File: config.mk
export PLATFORM = sky130hd
export DESIGN_NAME = muxbus_slave
export DESIGN_NICKNAME = d
export VERILOG_FILES = /design/src/rtl/muxbus_pkg.sv /design/src/rtl/mbs_fifo.sv /design/src/rtl/mbs_regbank.sv /design/src/rtl/mbs_phase_ctl.sv /design/src/rtl/muxbus_slave.sv
export SDC_FILE = /design/constraint.sdc
export NUM_CORES = 1
export LEC_CHECK = 0
export BUFFER_PORTS_ARGS = -buffer_cell sky130_fd_sc_hd__clkbuf_2
export CORE_ASPECT_RATIO = 0.5
export CORE_MARGIN = 3
export CORE_UTILIZATION = 60
export CTS_BUF_LIST = sky130_fd_sc_hd__clkbuf_16
export DETAILED_ROUTE_END_ITERATION = 10
export MAX_ROUTING_LAYER = met4
export PLACE_DENSITY = 0.79
export SKIP_CTS_REPAIR_TIMING = 1
export SYNTH_ARGS = -nofsm -noshare
export SYNTH_HDL_FRONTEND = slang
export SYNTH_SLANG_ARGS = --single-unit
File: constraint.sdc
create_clock -name clk -period 4.23 [get_ports clk]
set_input_delay 0.6345 -clock clk [delete_from_list [all_inputs] [get_ports clk]]
set_output_delay 0.6345 -clock clk [all_outputs]
set_load 0.02 [all_outputs]
File: src/rtl/muxbus_pkg.sv
// Shared types for the multiplexed bus slave.
package muxbus_pkg;

    // Transfer phase of the bus port.
    typedef enum logic [1:0] {
        PH_IDLE   = 2'd0,   // no burst open
        PH_RD_LAT = 2'd1,   // read turnaround cycle after the address edge
        PH_RD     = 2'd2,   // read data beats
        PH_WR     = 2'd3    // write turnaround and data beats
    } bus_phase_e;

endpackage

File: src/rtl/mbs_fifo.sv
// Show-ahead FIFO: head always presents the oldest word.
// Assumes DEPTH is a power of two of at least 2, push only when not full
// (or with a simultaneous pop), and pop only when not empty.
module mbs_fifo #(
    parameter  int WIDTH = 16,
    parameter  int DEPTH = 4,
    localparam int PW    = $clog2(DEPTH),
    localparam int CW    = PW + 1
) (
    input  logic             clk,
    input  logic             rst_n,
    input  logic             push,
    input  logic [WIDTH-1:0] push_data,
    input  logic             pop,
    output logic [WIDTH-1:0] head,
    output logic [CW-1:0]    count
);

    logic [WIDTH-1:0] mem [DEPTH];
    logic [PW-1:0]    wptr;
    logic [PW-1:0]    rptr;

    // Storage write; contents need no reset.
    always_ff @(posedge clk) begin
        if (push) begin
            mem[wptr] <= push_data;
        end
    end

    // Pointer and occupancy bookkeeping.
    always_ff @(posedge clk) begin
        if (!rst_n) begin
            wptr  <= '0;
            rptr  <= '0;
            count <= '0;
        end else begin
            if (push) wptr <= wptr + PW'(1);
            if (pop)  rptr <= rptr + PW'(1);
            count <= count + CW'(push) - CW'(pop);
        end
    end

    // Oldest entry is visible without a pop.
    always_comb begin
        head = mem[rptr];
    end

endmodule

File: src/rtl/mbs_regbank.sv
// Bank of host-visible registers with one write port and one
// combinational read port. Assumes COUNT is a power of two.
module mbs_regbank #(
    parameter  int WIDTH = 16,
    parameter  int COUNT = 16,
    localparam int IW    = $clog2(COUNT)
) (
    input  logic             clk,
    input  logic             rst_n,
    input  logic             wr_en,
    input  logic [IW-1:0]    wr_idx,
    input  logic [WIDTH-1:0] wr_data,
    input  logic [IW-1:0]    rd_idx,
    output logic [WIDTH-1:0] rd_data
);

    logic [WIDTH-1:0] regs [COUNT];

    for (genvar i = 0; i < COUNT; i++) begin : g_reg
        // One register: cleared at reset, loaded when selected.
        always_ff @(posedge clk) begin
            if (!rst_n) begin
                regs[i] <= '0;
            end else if (wr_en && (wr_idx == IW'(i))) begin
                regs[i] <= wr_data;
            end
        end
    end

    // Read select.
    always_comb begin
        rd_data = regs[rd_idx];
    end

endmodule

File: src/rtl/mbs_phase_ctl.sv
// Bus phase sequencer: decodes address edges and data beats, keeps the
// register index, and computes the registered ready from the queue
// occupancy the next edge will leave. Assumes queue counts come from
// mbs_fifo instances of the given depths.
module mbs_phase_ctl
    import muxbus_pkg::*;
#(
    parameter  int ADDR_W    = 8,
    parameter  int REG_COUNT = 16,
    parameter  int RD_DEPTH  = 4,
    parameter  int WR_DEPTH  = 4,
    localparam int IW        = $clog2(REG_COUNT),
    localparam int RCW       = $clog2(RD_DEPTH) + 1,
    localparam int WCW       = $clog2(WR_DEPTH) + 1
) (
    input  logic              clk,
    input  logic              rst_n,
    input  logic              ce_n,
    input  logic              adv_n,
    input  logic              we_n,
    input  logic              oe_n,
    input  logic [ADDR_W-1:0] addr,
    input  logic [RCW-1:0]    rf_count,
    input  logic              rf_fill,
    input  logic [WCW-1:0]    wf_count,
    input  logic              wf_drain,
    output logic              rdy,
    output logic              ad_oe,
    output logic              to_fifo,
    output logic [IW-1:0]     idx,
    output logic              reg_wr,
    output logic              rf_pop,
    output logic              wf_push
);

    bus_phase_e phase;
    logic       beat;
    logic       addr_edge;
    logic       rd_take;
    logic       wr_take;
    logic [RCW:0] rf_next;
    logic [WCW:0] wf_next;
    logic       rf_has;
    logic       wf_room;

    // Beat classification and transfer strobes.
    always_comb begin
        beat      = !ce_n && adv_n;
        addr_edge = !ce_n && !adv_n;
        rd_take   = (phase == PH_RD) && beat && rdy;
        wr_take   = (phase == PH_WR) && beat && !we_n && rdy;
        rf_pop    = rd_take && to_fifo;
        wf_push   = wr_take && to_fifo;
        reg_wr    = wr_take && !to_fifo;
    end

    // Queue occupancy after the coming edge.
    always_comb begin
        rf_next = {1'b0, rf_count} + (RCW+1)'(rf_fill) - (RCW+1)'(rf_pop);
        wf_next = {1'b0, wf_count} + (WCW+1)'(wf_push) - (WCW+1)'(wf_drain);
        rf_has  = (rf_next != '0);
        wf_room = (wf_next < (WCW+1)'(WR_DEPTH));
    end

    // Drivers may turn on only in a read burst after the address phase.
    always_comb begin
        ad_oe = !ce_n && !oe_n && adv_n &&
                ((phase == PH_RD_LAT) || (phase == PH_RD));
    end

    // Phase, target, index and ready sequencing.
    always_ff @(posedge clk) begin
        if (!rst_n) begin
            phase   <= PH_IDLE;
            rdy     <= 1'b0;
            to_fifo <= 1'b0;
            idx     <= '0;
        end else if (ce_n) begin
            phase <= PH_IDLE;
            rdy   <= 1'b0;
        end else if (addr_edge) begin
            phase   <= we_n ? PH_RD_LAT : PH_WR;
            rdy     <= 1'b0;
            to_fifo <= (addr >= ADDR_W'(REG_COUNT));
            idx     <= addr[IW-1:0];
        end else begin
            case (phase)
                PH_RD_LAT: begin
                    phase <= PH_RD;
                    rdy   <= to_fifo ? rf_has : 1'b1;
                end
                PH_RD: begin
                    if (rd_take && !to_fifo) idx <= idx + IW'(1);
                    rdy <= to_fifo ? rf_has : 1'b1;
                end
                PH_WR: begin
                    if (wr_take && !to_fifo) idx <= idx + IW'(1);
                    rdy <= to_fifo ? wf_room : 1'b1;
                end
                default: begin
                    rdy <= 1'b0;
                end
            endcase
        end
    end

endmodule

File: src/rtl/muxbus_slave.sv
// Synchronous multiplexed address/data bus slave. Low addresses reach a
// register bank with an advancing index; high addresses stream through a
// receive queue (reads) or transmit queue (writes). Assumes the host
// holds write data while rdy is low and that ADDR_W <= DATA_W.
module muxbus_slave #(
    parameter  int DATA_W    = 16,
    parameter  int ADDR_W    = 8,
    parameter  int REG_COUNT = 16,
    parameter  int RD_DEPTH  = 4,
    parameter  int WR_DEPTH  = 4,
    localparam int IW        = $clog2(REG_COUNT),
    localparam int RCW       = $clog2(RD_DEPTH) + 1,
    localparam int WCW       = $clog2(WR_DEPTH) + 1
) (
    input  logic              clk,
    input  logic              rst_n,
    input  logic              ce_n,
    input  logic              adv_n,
    input  logic              we_n,
    input  logic              oe_n,
    input  logic [DATA_W-1:0] ad_in,
    output logic [DATA_W-1:0] ad_out,
    output logic              ad_oe,
    output logic              rdy,
    input  logic              fill_valid,
    input  logic [DATA_W-1:0] fill_data,
    output logic              fill_ready,
    output logic              drain_valid,
    output logic [DATA_W-1:0] drain_data,
    input  logic              drain_ready
);

    logic [RCW-1:0]    rf_count;
    logic [WCW-1:0]    wf_count;
    logic [DATA_W-1:0] rf_head;
    logic [DATA_W-1:0] reg_rd;
    logic              rf_fill;
    logic              wf_drain;
    logic              rf_pop;
    logic              wf_push;
    logic              reg_wr;
    logic              to_fifo;
    logic [IW-1:0]     idx;

    // Queue-side handshakes.
    always_comb begin
        fill_ready  = (rf_count < RCW'(RD_DEPTH));
        rf_fill     = fill_valid && fill_ready;
        drain_valid = (wf_count != '0);
        wf_drain    = drain_valid && drain_ready;
    end

    mbs_phase_ctl #(
        .ADDR_W   (ADDR_W),
        .REG_COUNT(REG_COUNT),
        .RD_DEPTH (RD_DEPTH),
        .WR_DEPTH (WR_DEPTH)
    ) u_ctl (
        .clk     (clk),
        .rst_n   (rst_n),
        .ce_n    (ce_n),
        .adv_n   (adv_n),
        .we_n    (we_n),
        .oe_n    (oe_n),
        .addr    (ad_in[ADDR_W-1:0]),
        .rf_count(rf_count),
        .rf_fill (rf_fill),
        .wf_count(wf_count),
        .wf_drain(wf_drain),
        .rdy     (rdy),
        .ad_oe   (ad_oe),
        .to_fifo (to_fifo),
        .idx     (idx),
        .reg_wr  (reg_wr),
        .rf_pop  (rf_pop),
        .wf_push (wf_push)
    );

    mbs_regbank #(
        .WIDTH(DATA_W),
        .COUNT(REG_COUNT)
    ) u_regs (
        .clk    (clk),
        .rst_n  (rst_n),
        .wr_en  (reg_wr),
        .wr_idx (idx),
        .wr_data(ad_in),
        .rd_idx (idx),
        .rd_data(reg_rd)
    );

    mbs_fifo #(
        .WIDTH(DATA_W),
        .DEPTH(RD_DEPTH)
    ) u_rxq (
        .clk      (clk),
        .rst_n    (rst_n),
        .push     (rf_fill),
        .push_data(fill_data),
        .pop      (rf_pop),
        .head     (rf_head),
        .count    (rf_count)
    );

    mbs_fifo #(
        .WIDTH(DATA_W),
        .DEPTH(WR_DEPTH)
    ) u_txq (
        .clk      (clk),
        .rst_n    (rst_n),
        .push     (wf_push),
        .push_data(ad_in),
        .pop      (wf_drain),
        .head     (drain_data),
        .count    (wf_count)
    );

    // Read word source follows the decoded target.
    always_comb begin
        ad_out = to_fifo ? rf_head : reg_rd;
    end

endmodule

==> summary.txt, run 1 <==
Drt
  – DRC violations left: 0
  – Average via count per standard cell: 6.18
  – Number of nets with antenna violations after routing: 0
  – Routed length on met1: 16200 um
  – WL per Instance: 25.1 um
  – Router iterations before antenna repair: 5
  – Met3 Wirelength: 4190 um
  – Total length of routed wires: 39300 um
  – Total met2 wirelength after detailed routing: 18200 um
  – Count of routing violations after the opening detailed-route iteration: 1072
  – Max layer used: met4
  – Total via count after detailed routing: 9661

Layout
  – Nets: 1213
  – Proportion of layout cells with a drive suffix above 1: 23.9%
  – Area occupied by multi-input gates: 0.00554 mm2
  – Commonest cells after routing, fill and taps aside: 384 x edfxtp_1, 270 x and2_1, 94 x mux4_2
  – Most common cell after layout, fill and taps aside: edfxtp_1
  – Register Area: 0.0121 mm2
  – Signed area change from the synthesized netlist to the final layout: 10.5%
  – Area of all placed cells without fillers: 0.0200 mm2
  – Filler Cells Inserted: 1895

Outcome
  – Run status: completed

Yosys
  – Post-Synthesis Cells: 1063
  – Synthesized netlist net count: 1129
  – Sequential area share after synthesis: 66.9%
  – Top_reg_cell synth: edfxtp_1
  – Post-Synthesis Mean Instance Area: 17.1 um2
  – Share of the synthesized area in the top cell type: 63.6%
  – Main area contributors after synthesis: edfxtp_1 64%, mux4_2 12%, and2_1 9.3%
  – Post-synthesis cell type count: 49
  – Share of async-settable or async-resettable flops after synthesis: 0%
  – Post-synth design cell area: 0.0181 mm2
  – Number of enable flip-flop cells after synthesis: 384
  – Seq cells post-synth: 414
  – Total number of yosys warnings: 0
  – Largest area contributor in the synthesized netlist: edfxtp_1

Critical path
  – Top Family by Delay on Critical Path: multiplexers
  – Worst-case reg-to-reg path depth: 11
  – CP max-delay cell: mux4_1
  – Endpoint of the worst register-to-register path: u_ctl.rdy
  – Critical Path, Cell by Cell: buf_4 > mux4_1 > mux4_2 > mux2_2 > clkbuf_2
  – Largest stage delay on the critical path: 640 ps
  – Nature of the critical path endpoint: output pin
  – Sort of element at the start of the critical path: flip-flop
  – Minimum setup slack among reg-to-reg paths: 1140 ps
  – Setup CP Type: flip-flop to output pin
  – Crit path max fanout: 19
  – Termination of the worst setup path: ad_out[8]
  – Buffers & Inverters on Critical Path: 2
  – Worst endpoint data arrival time: 3110 ps
  – Required time of the worst setup path: 3600 ps
  – Total number of cells along the worst setup path: 5
  – Start of the worst register-to-register path: u_ctl.to_fifo

Die
  – Starting Density: 61.8%
  – Die outline height: 129 um
  – Placement Rows: 44
  – CORE AREA: 0.0293 mm2
  – Die Width: 252 um
  – Top-Level Pins: 76
  – Die outline area: 0.0325 mm2

Run
  – Number of max-capacitance violations reported: 0

Clock tree
  – Buffer type at the clock tree root: clkbuf_16
  – Clock insertion delay at the later pin of the skew report: 530 ps
  – Inserted Clock Buffers: 36
  – H-tree depth reported by CTS: 2
  – Clock tree from TritonCTS: yes
  – Max Buffers Root-to-Sink: 3
  – CTS clock-pin slew for the worst setup and hold paths: 70 ps
  – Number of clock sinks: 414

STA
  – Final-layout setup total negative slack: 0 ps
  – Count of final setup violators: 0
  – Final Skew: 13.1 ps
  – Fmax: 0.267 GHz
  – Minimum period implied by the final worst setup slack: 3740 ps
  – Max Slew Vio Count: 0
  – Worst-margin pin slew: 1120 ps
  – Headroom to the max-slew limit: 24.9%
  – Endpoints failing hold: 0
  – Hold Worst Slack: 321 ps
  – Unrepaired setup endpoints after global routing: no
  – Final period utilization: 88.5%

Pwr
  – Int Pwr: 6.80 mW
  – Flop pwr share: 53.3%
  – Pwr Density: 447 mW/mm2
  – Switching share of power: 24.2%
  – Worst ir drop on vdd: 0.298 mV
  – Leakage: 7.15 nW
  – Part of the total power dissipated in the clock network: 34.7%
  – Switching power summed over all nets: 2.17 mW
  – Part of the power in combinational logic: 12.0%

Hold path
  – Origin of the worst min-delay path: fill_data[8]
  – Class of the worst hold path: input pin to flip-flop

GRT
  – Total global routing track utilization: 26.1%
  – First-pass GRT wire length: 60200 um
  – Antenna violations before repair: 1
  – Pin count of the biggest net entering global routing: 41
  – Remaining global-route overflow: 0
  – Via count of the first global-routing pass: 9843

Placed design
  – HPWL Detailed: 25100 um
  – Last weighted congestion value of the routability-driven placer: 0.841
  – Area post-placement: 0.0189 mm2
  – Number of input and output port buffers inserted: 75
==> flip-flops by register name, indices dropped and copies added, names as in the netlist, named ones only <==
name and flops:
u_txq.mem 64, u_rxq.rptr 2, u_txq.count 3, u_rxq.count 3, u_regs.regs 256, u_ctl.rdy 1, u_ctl.to_fifo 1, u_rxq.wptr 2
u_txq.rptr 2, u_ctl.phase 2, u_rxq.mem 64, u_ctl.idx 4, u_txq.wptr 2
==> layer usage <==
metal | track usage, % | vias up
met5 | - | -
met4 | 6.53 | 0
met3 | 7.74 | 56
met2 | 38.7 | 413
met1 | 36.2 | 4996
li1 | - | 4196
==> logic make-up (layout without fill, tap and decap cells) <==
group | after synthesis | count (layout) | share of synthesized area [%]
mux | 128 | 128 | 15.2
compound gates | 47 | 47 | 1.67
flops | 414 | 414 | 66.9
fa+ha+maj | 26 | 26 | 1.88
simple gates | 348 | 348 | 11.5
buf+inv | 93 | 202 | 2.51
other cells | 0 | 1 | 0
xor+xnor | 7 | 7 | 0.338
==> power by group through the flow <==
| stage | combinational [mW] | sequential (mW) | clock [mW] |
|---|---|---|---|
| floorplan | 0.784 | 4.78 | 0 |
| global placement | 1.01 | 4.86 | 0 |
| detailed placement | 1.06 | 4.87 | 0 |
| CTS | 1.07 | 4.79 | 3.16 |
| global route | 1.15 | 4.80 | 3.33 |
| finish | 1.07 | 4.78 | 3.11 |
==> stage by stage <==
| step | setup slack (ps) | util [%] | cells | total power, mW |
|---|---|---|---|---|
| after global routing | 364 | 68.3 | 1564 | 9.28 |
| after detailed placement | 844 | 64.6 | 1500 | 5.94 |
| final | 487 | 68.3 | 1564 | 8.96 |
| after global placement | 1010 | 64.6 | 1500 | 5.87 |
| after CTS | 454 | 68.3 | 1563 | 9.01 |
| after floorplan | 1230 | - | 1063 | 5.57 |
==> cell type report <==
| class | count | area share, % |
|---|---|---|
| antenna | 1 | 0.0125 |
| clock buffer | 38 | 4.75 |
| clock inverter | 25 | 0.681 |
| inverter | 24 | 0.450 |
| multi-input combinational | 556 | 27.6 |
| sequential | 414 | 60.6 |
| tap | 391 | 2.44 |
| timing repair buffer | 115 | 3.44 |
==> Yosys cell counts (4+ instances only) <==
library cell  number
and2_1           270
edfxtp_1         384
buf_4              5
clkbuf_1          44
a21oi_1            6
inv_1             24
nand4b_1           4
a211oi_1           5
nand2_1            9
nor2b_1            7
dfxtp_1           30
o21ai_0           19
mux2_2            15
mux4_1            17
or2_2              5
mux4_2            94
buf_6              5
xnor2_1            4
nand2b_1           5
ha_1              24
nor2_1            34
buf_2             10
==> how the worst min path moves through the flow <==
stage | slack, ps | endpoint | cells past startpoint
after floorplan | 480 | u_ctl.phase[0] | 2
after global placement | 500 | u_ctl.phase[0] | 2
after detailed placement | 530 | u_ctl.phase[0] | 2
after CTS | 310 | u_rxq.mem[0][3] | 1
after global routing | 320 | u_rxq.mem[3][8] | 1
final | 320 | u_rxq.mem[2][8] | 1
Note: power is estimated with default switching activity, not from simulation.
==> run 2, diff against run 1 <==
Settings changed: ABC_AREA set to 1.
==> run 2 against run 1 <==
Worst setup slack better by 300 ps. First-iteration DRC count rose by 84%. Combinational power up 23%. Highest routed layer unchanged. Non-clock buffer count decreased by 4.
==> summary.txt, run 2 <==
Yosys
  – Top_reg_cell synth: edfxtp_1
  – Post-synth design cell area: 0.0183 mm2 (+0.77%)
  – Post-synthesis cell type count: 34 (-31%)
  – Main area contributors after synthesis: edfxtp_1 63%, nand2_1 8.6%, nor2_1 7.2%
  – Total number of yosys warnings: 0 (unchanged)
  – Synthesized netlist net count: 1841 (+63%)
  – Largest area contributor in the synthesized netlist: edfxtp_1
  – Share of the synthesized area in the top cell type: 63.1% (-0.49 points)
  – Number of enable flip-flop cells after synthesis: 384 (unchanged)
  – Seq cells post-synth: 414 (unchanged)
  – Share of async-settable or async-resettable flops after synthesis: 0% (unchanged)
  – Post-Synthesis Mean Instance Area: 10.3 um2 (-40%)
  – Post-synth top cells: 418 x nand2_1, 384 x edfxtp_1, 350 x nor2_1, 203 x nand3_1, 91 x o21ai_0
  – Sequential area share after synthesis: 66.4% (-0.51 points)
  – Most used standard cell by instance count after synthesis: nand2_1
  – Post-Synthesis Cells: 1775 (+67%)

Pwr
  – Leakage: 7.96 nW (+11%)
  – PnR Total Power: 9.30 mW (+3.7%)
  – Pwr Density: 463 mW/mm2 (+3.4%)
  – Worst ir drop on vdd: 0.344 mV (+16%)

GRT
  – Via count of the first global-routing pass: 12600 (+28%)
  – Total global routing track utilization: 30.3% (+4.3 points)
  – Pin count of the biggest net entering global routing: 65 (+59%)
  – First-pass GRT wire length: 72100 um (+20%)
  – Antenna violations before repair: 1 (unchanged)
  – Remaining global-route overflow: 0 (unchanged)

STA
  – Final-layout setup total negative slack: 0 ps (unchanged)
  – Final Skew: 25.4 ps (+12.3 ps)
  – Max Slew Vio Count: 0 (unchanged)
  – Setup WS post-layout: 791 ps (+304 ps)
  – Final period utilization: 81.3% (-7.2 points)
  – Count of final setup violators: 0 (unchanged)
  – Headroom to the max-slew limit: 19.9% (-5.1 points)
  – Hold Worst Slack: 297 ps (-23.6 ps)
  – Minimum period implied by the final worst setup slack: 3440 ps (-304 ps)
  – Endpoints failing hold: 0 (unchanged)
  – Unrepaired setup endpoints after global routing: no
  – Worst-margin pin slew: 1200 ps (+76.1 ps)
  – Fmax: 0.291 GHz (+8.8%)

Die
  – Starting Density: 62.0% (+0.24 points)
  – Top-Level Pins: 76 (unchanged)
  – Placement Rows: 44 (unchanged)
  – Die Width: 253 um (+0.38%)
  – Die outline area: 0.0327 mm2 (+0.74%)
  – Die outline height: 129 um (+0.36%)
  – CORE AREA: 0.0295 mm2 (+0.38%)

Layout
  – Area of all placed cells without fillers: 0.0201 mm2 (+0.31%)
  – Filler Cells Inserted: 2079 (+9.7%)
  – Most common cell after layout, fill and taps aside: nand2_1
  – Largest register by flop count: u_regs.regs
  – Commonest cells after routing, fill and taps aside: 418 x nand2_1, 384 x edfxtp_1, 350 x nor2_1
  – Area occupied by multi-input gates: 0.00536 mm2 (-3.3%)
  – Proportion of layout cells with a drive suffix above 1: 10.6% (-13 points)
  – Signed area change from the synthesized netlist to the final layout: 10.0%
  – Nets: 1883 (+55%)
  – Fin cells: 2238 (+43%)
  – Registers with the most flip-flops: u_regs.regs: 256 flops, u_rxq.mem: 64 flops, u_txq.mem: 64 flops
  – Flip-flop count of the largest register, all copies and words added: 256 (unchanged)
  – Final core utilization: 68.2% (about the same)
  – Register Area: 0.0121 mm2 (unchanged)

Drt
  – Routed length on met1: 18000 um (+11%)
  – Max layer used: met4
  – Total met2 wirelength after detailed routing: 20600 um (+14%)
  – Met3 Wirelength: 6510 um (+56%)
  – Average via count per standard cell: 6.01 (-2.7%)
  – Router iterations before antenna repair: 5 (unchanged)
  – Count of routing violations after the opening detailed-route iteration: 1970 (+84%)
  – Total via count after detailed routing: 13400 (+39%)
  – Number of nets with antenna violations after routing: 0 (unchanged)
  – Total length of routed wires: 47400 um (+21%)
  – WL per Instance: 21.2 um (-16%)
  – DRC violations left: 0 (unchanged)

Critical path
  – Sort of element at the start of the critical path: flip-flop
  – Worst endpoint data arrival time: 2800 ps (-310 ps)
  – Setup CP Type: flip-flop to output pin
  – CP max-delay cell: inv_1
  – Largest stage delay on the critical path: 860 ps (+220 ps)
  – Required time of the worst setup path: 3600 ps (about the same)
  – Library cell appearing most often on the critical path: nand2_1
  – Crit path max fanout: 32 (+13)
  – Nature of the critical path endpoint: output pin
  – Critical Path, Cell by Cell: inv_1 > nand3_1 > nand2_1 > nand2_1 > nand2_1 > nand2_1 > nand2_1 > clkbuf_2

Placed design
  – Last weighted congestion value of the routability-driven placer: 1.03 (+23%)
  – HPWL Detailed: 29500 um (+17%)
  – Number of input and output port buffers inserted: 75 (unchanged)
  – Area post-placement: 0.0189 mm2 (about the same)
  – Placed cell count: 2169 (+45%)
  – Pre-CTS setup slack: 1300 ps (+452 ps)

Hold path
  – Class of the worst hold path: input pin to flip-flop

Run
  – Number of max-capacitance violations reported: 0 (unchanged)

Clock tree
  – Clock tree from TritonCTS: yes
  – Buffer type at the clock tree root: clkbuf_16
  – H-tree depth reported by CTS: 2 (unchanged)
  – CTS clock-pin slew for the worst setup and hold paths: 70 ps (about the same)
  – Clock insertion delay at the later pin of the skew report: 540 ps (about the same)
  – Inserted Clock Buffers: 37 (+2.8%)
  – Number of clock sinks: 414 (unchanged)
  – Max Buffers Root-to-Sink: 3 (unchanged)

Outcome
  – Run status: completed
## run 2: cell count changes after synthesis, moves of 10 or more
| cell | before | now |
|---|---|---|
| nand3_1 | 3 | 203 |
| nor2_1 | 34 | 350 |
| inv_1 | 24 | 67 |
| mux4_1 | 17 | 0 |
| clkbuf_1 | 44 | 60 |
| buf_2 | 10 | 34 |
| nand3_4 | 0 | 10 |
| nand2_1 | 9 | 418 |
| buf_1 | 1 | 12 |
| o22ai_1 | 2 | 33 |
| and2_1 | 270 | 1 |
| mux2_2 | 15 | 0 |
| mux4_2 | 94 | 0 |
| o21ai_0 | 19 | 91 |
## run 2: final cells by class
cell class	instances	area share [%]
Clock buffer	39	4.86
Tap cell	391	2.43
Clock inverter	28	0.841
Multi-Input combinational cell	1172	26.7
Sequential cell	414	60.4
Antenna cell	2	0.0249
Inverter	81	1.56
Timing Repair Buffer	111	3.21
## run 2: worst paths after layout
kind / startpoint / cells past startpoint / end / slack (ps)
max: flip-flop / 8 / ad_out[14] / 790
min: we_n / 2 / u_ctl.phase[1] / 300
max reg2reg: u_ctl.phase[0] / 14 / u_ctl.rdy / 1470
min reg2reg: u_txq.rptr[1] / 2 / flip-flop / 470
## run 2: critical path: cells and delay by family, from the launching register on
kind          cells  cell delay (ps)
buf+inv           2             1040
flops             1              310
simple gates      6              920
## run 2: kinds of logic after synthesis
kind of cell,after synthesis,share of synthesized area (%)
buf+inv,189,4.25
fa+ha+maj,26,1.86
xor+xnor,2,0.0959
compound gates,142,4.14
simple gates,1002,23.2
flops,414,66.4
## run 2: metal layers
layer	vias to the layer above	global-route usage, %
li1	6088	-
met1	6291	40.7
met2	929	43.9
met3	141	8.08
met4	0	13.7
met5	-	-
## run 2: power breakdown
group / switching, mW / leakage [nW] / internal (mW)
Combinational: 0.947 / 3.30 / 0.371
Sequential: 0.0729 / 4.05 / 4.66
Clock: 1.46 / 0.609 / 1.79
Total: 2.48 / 7.96 / 6.82
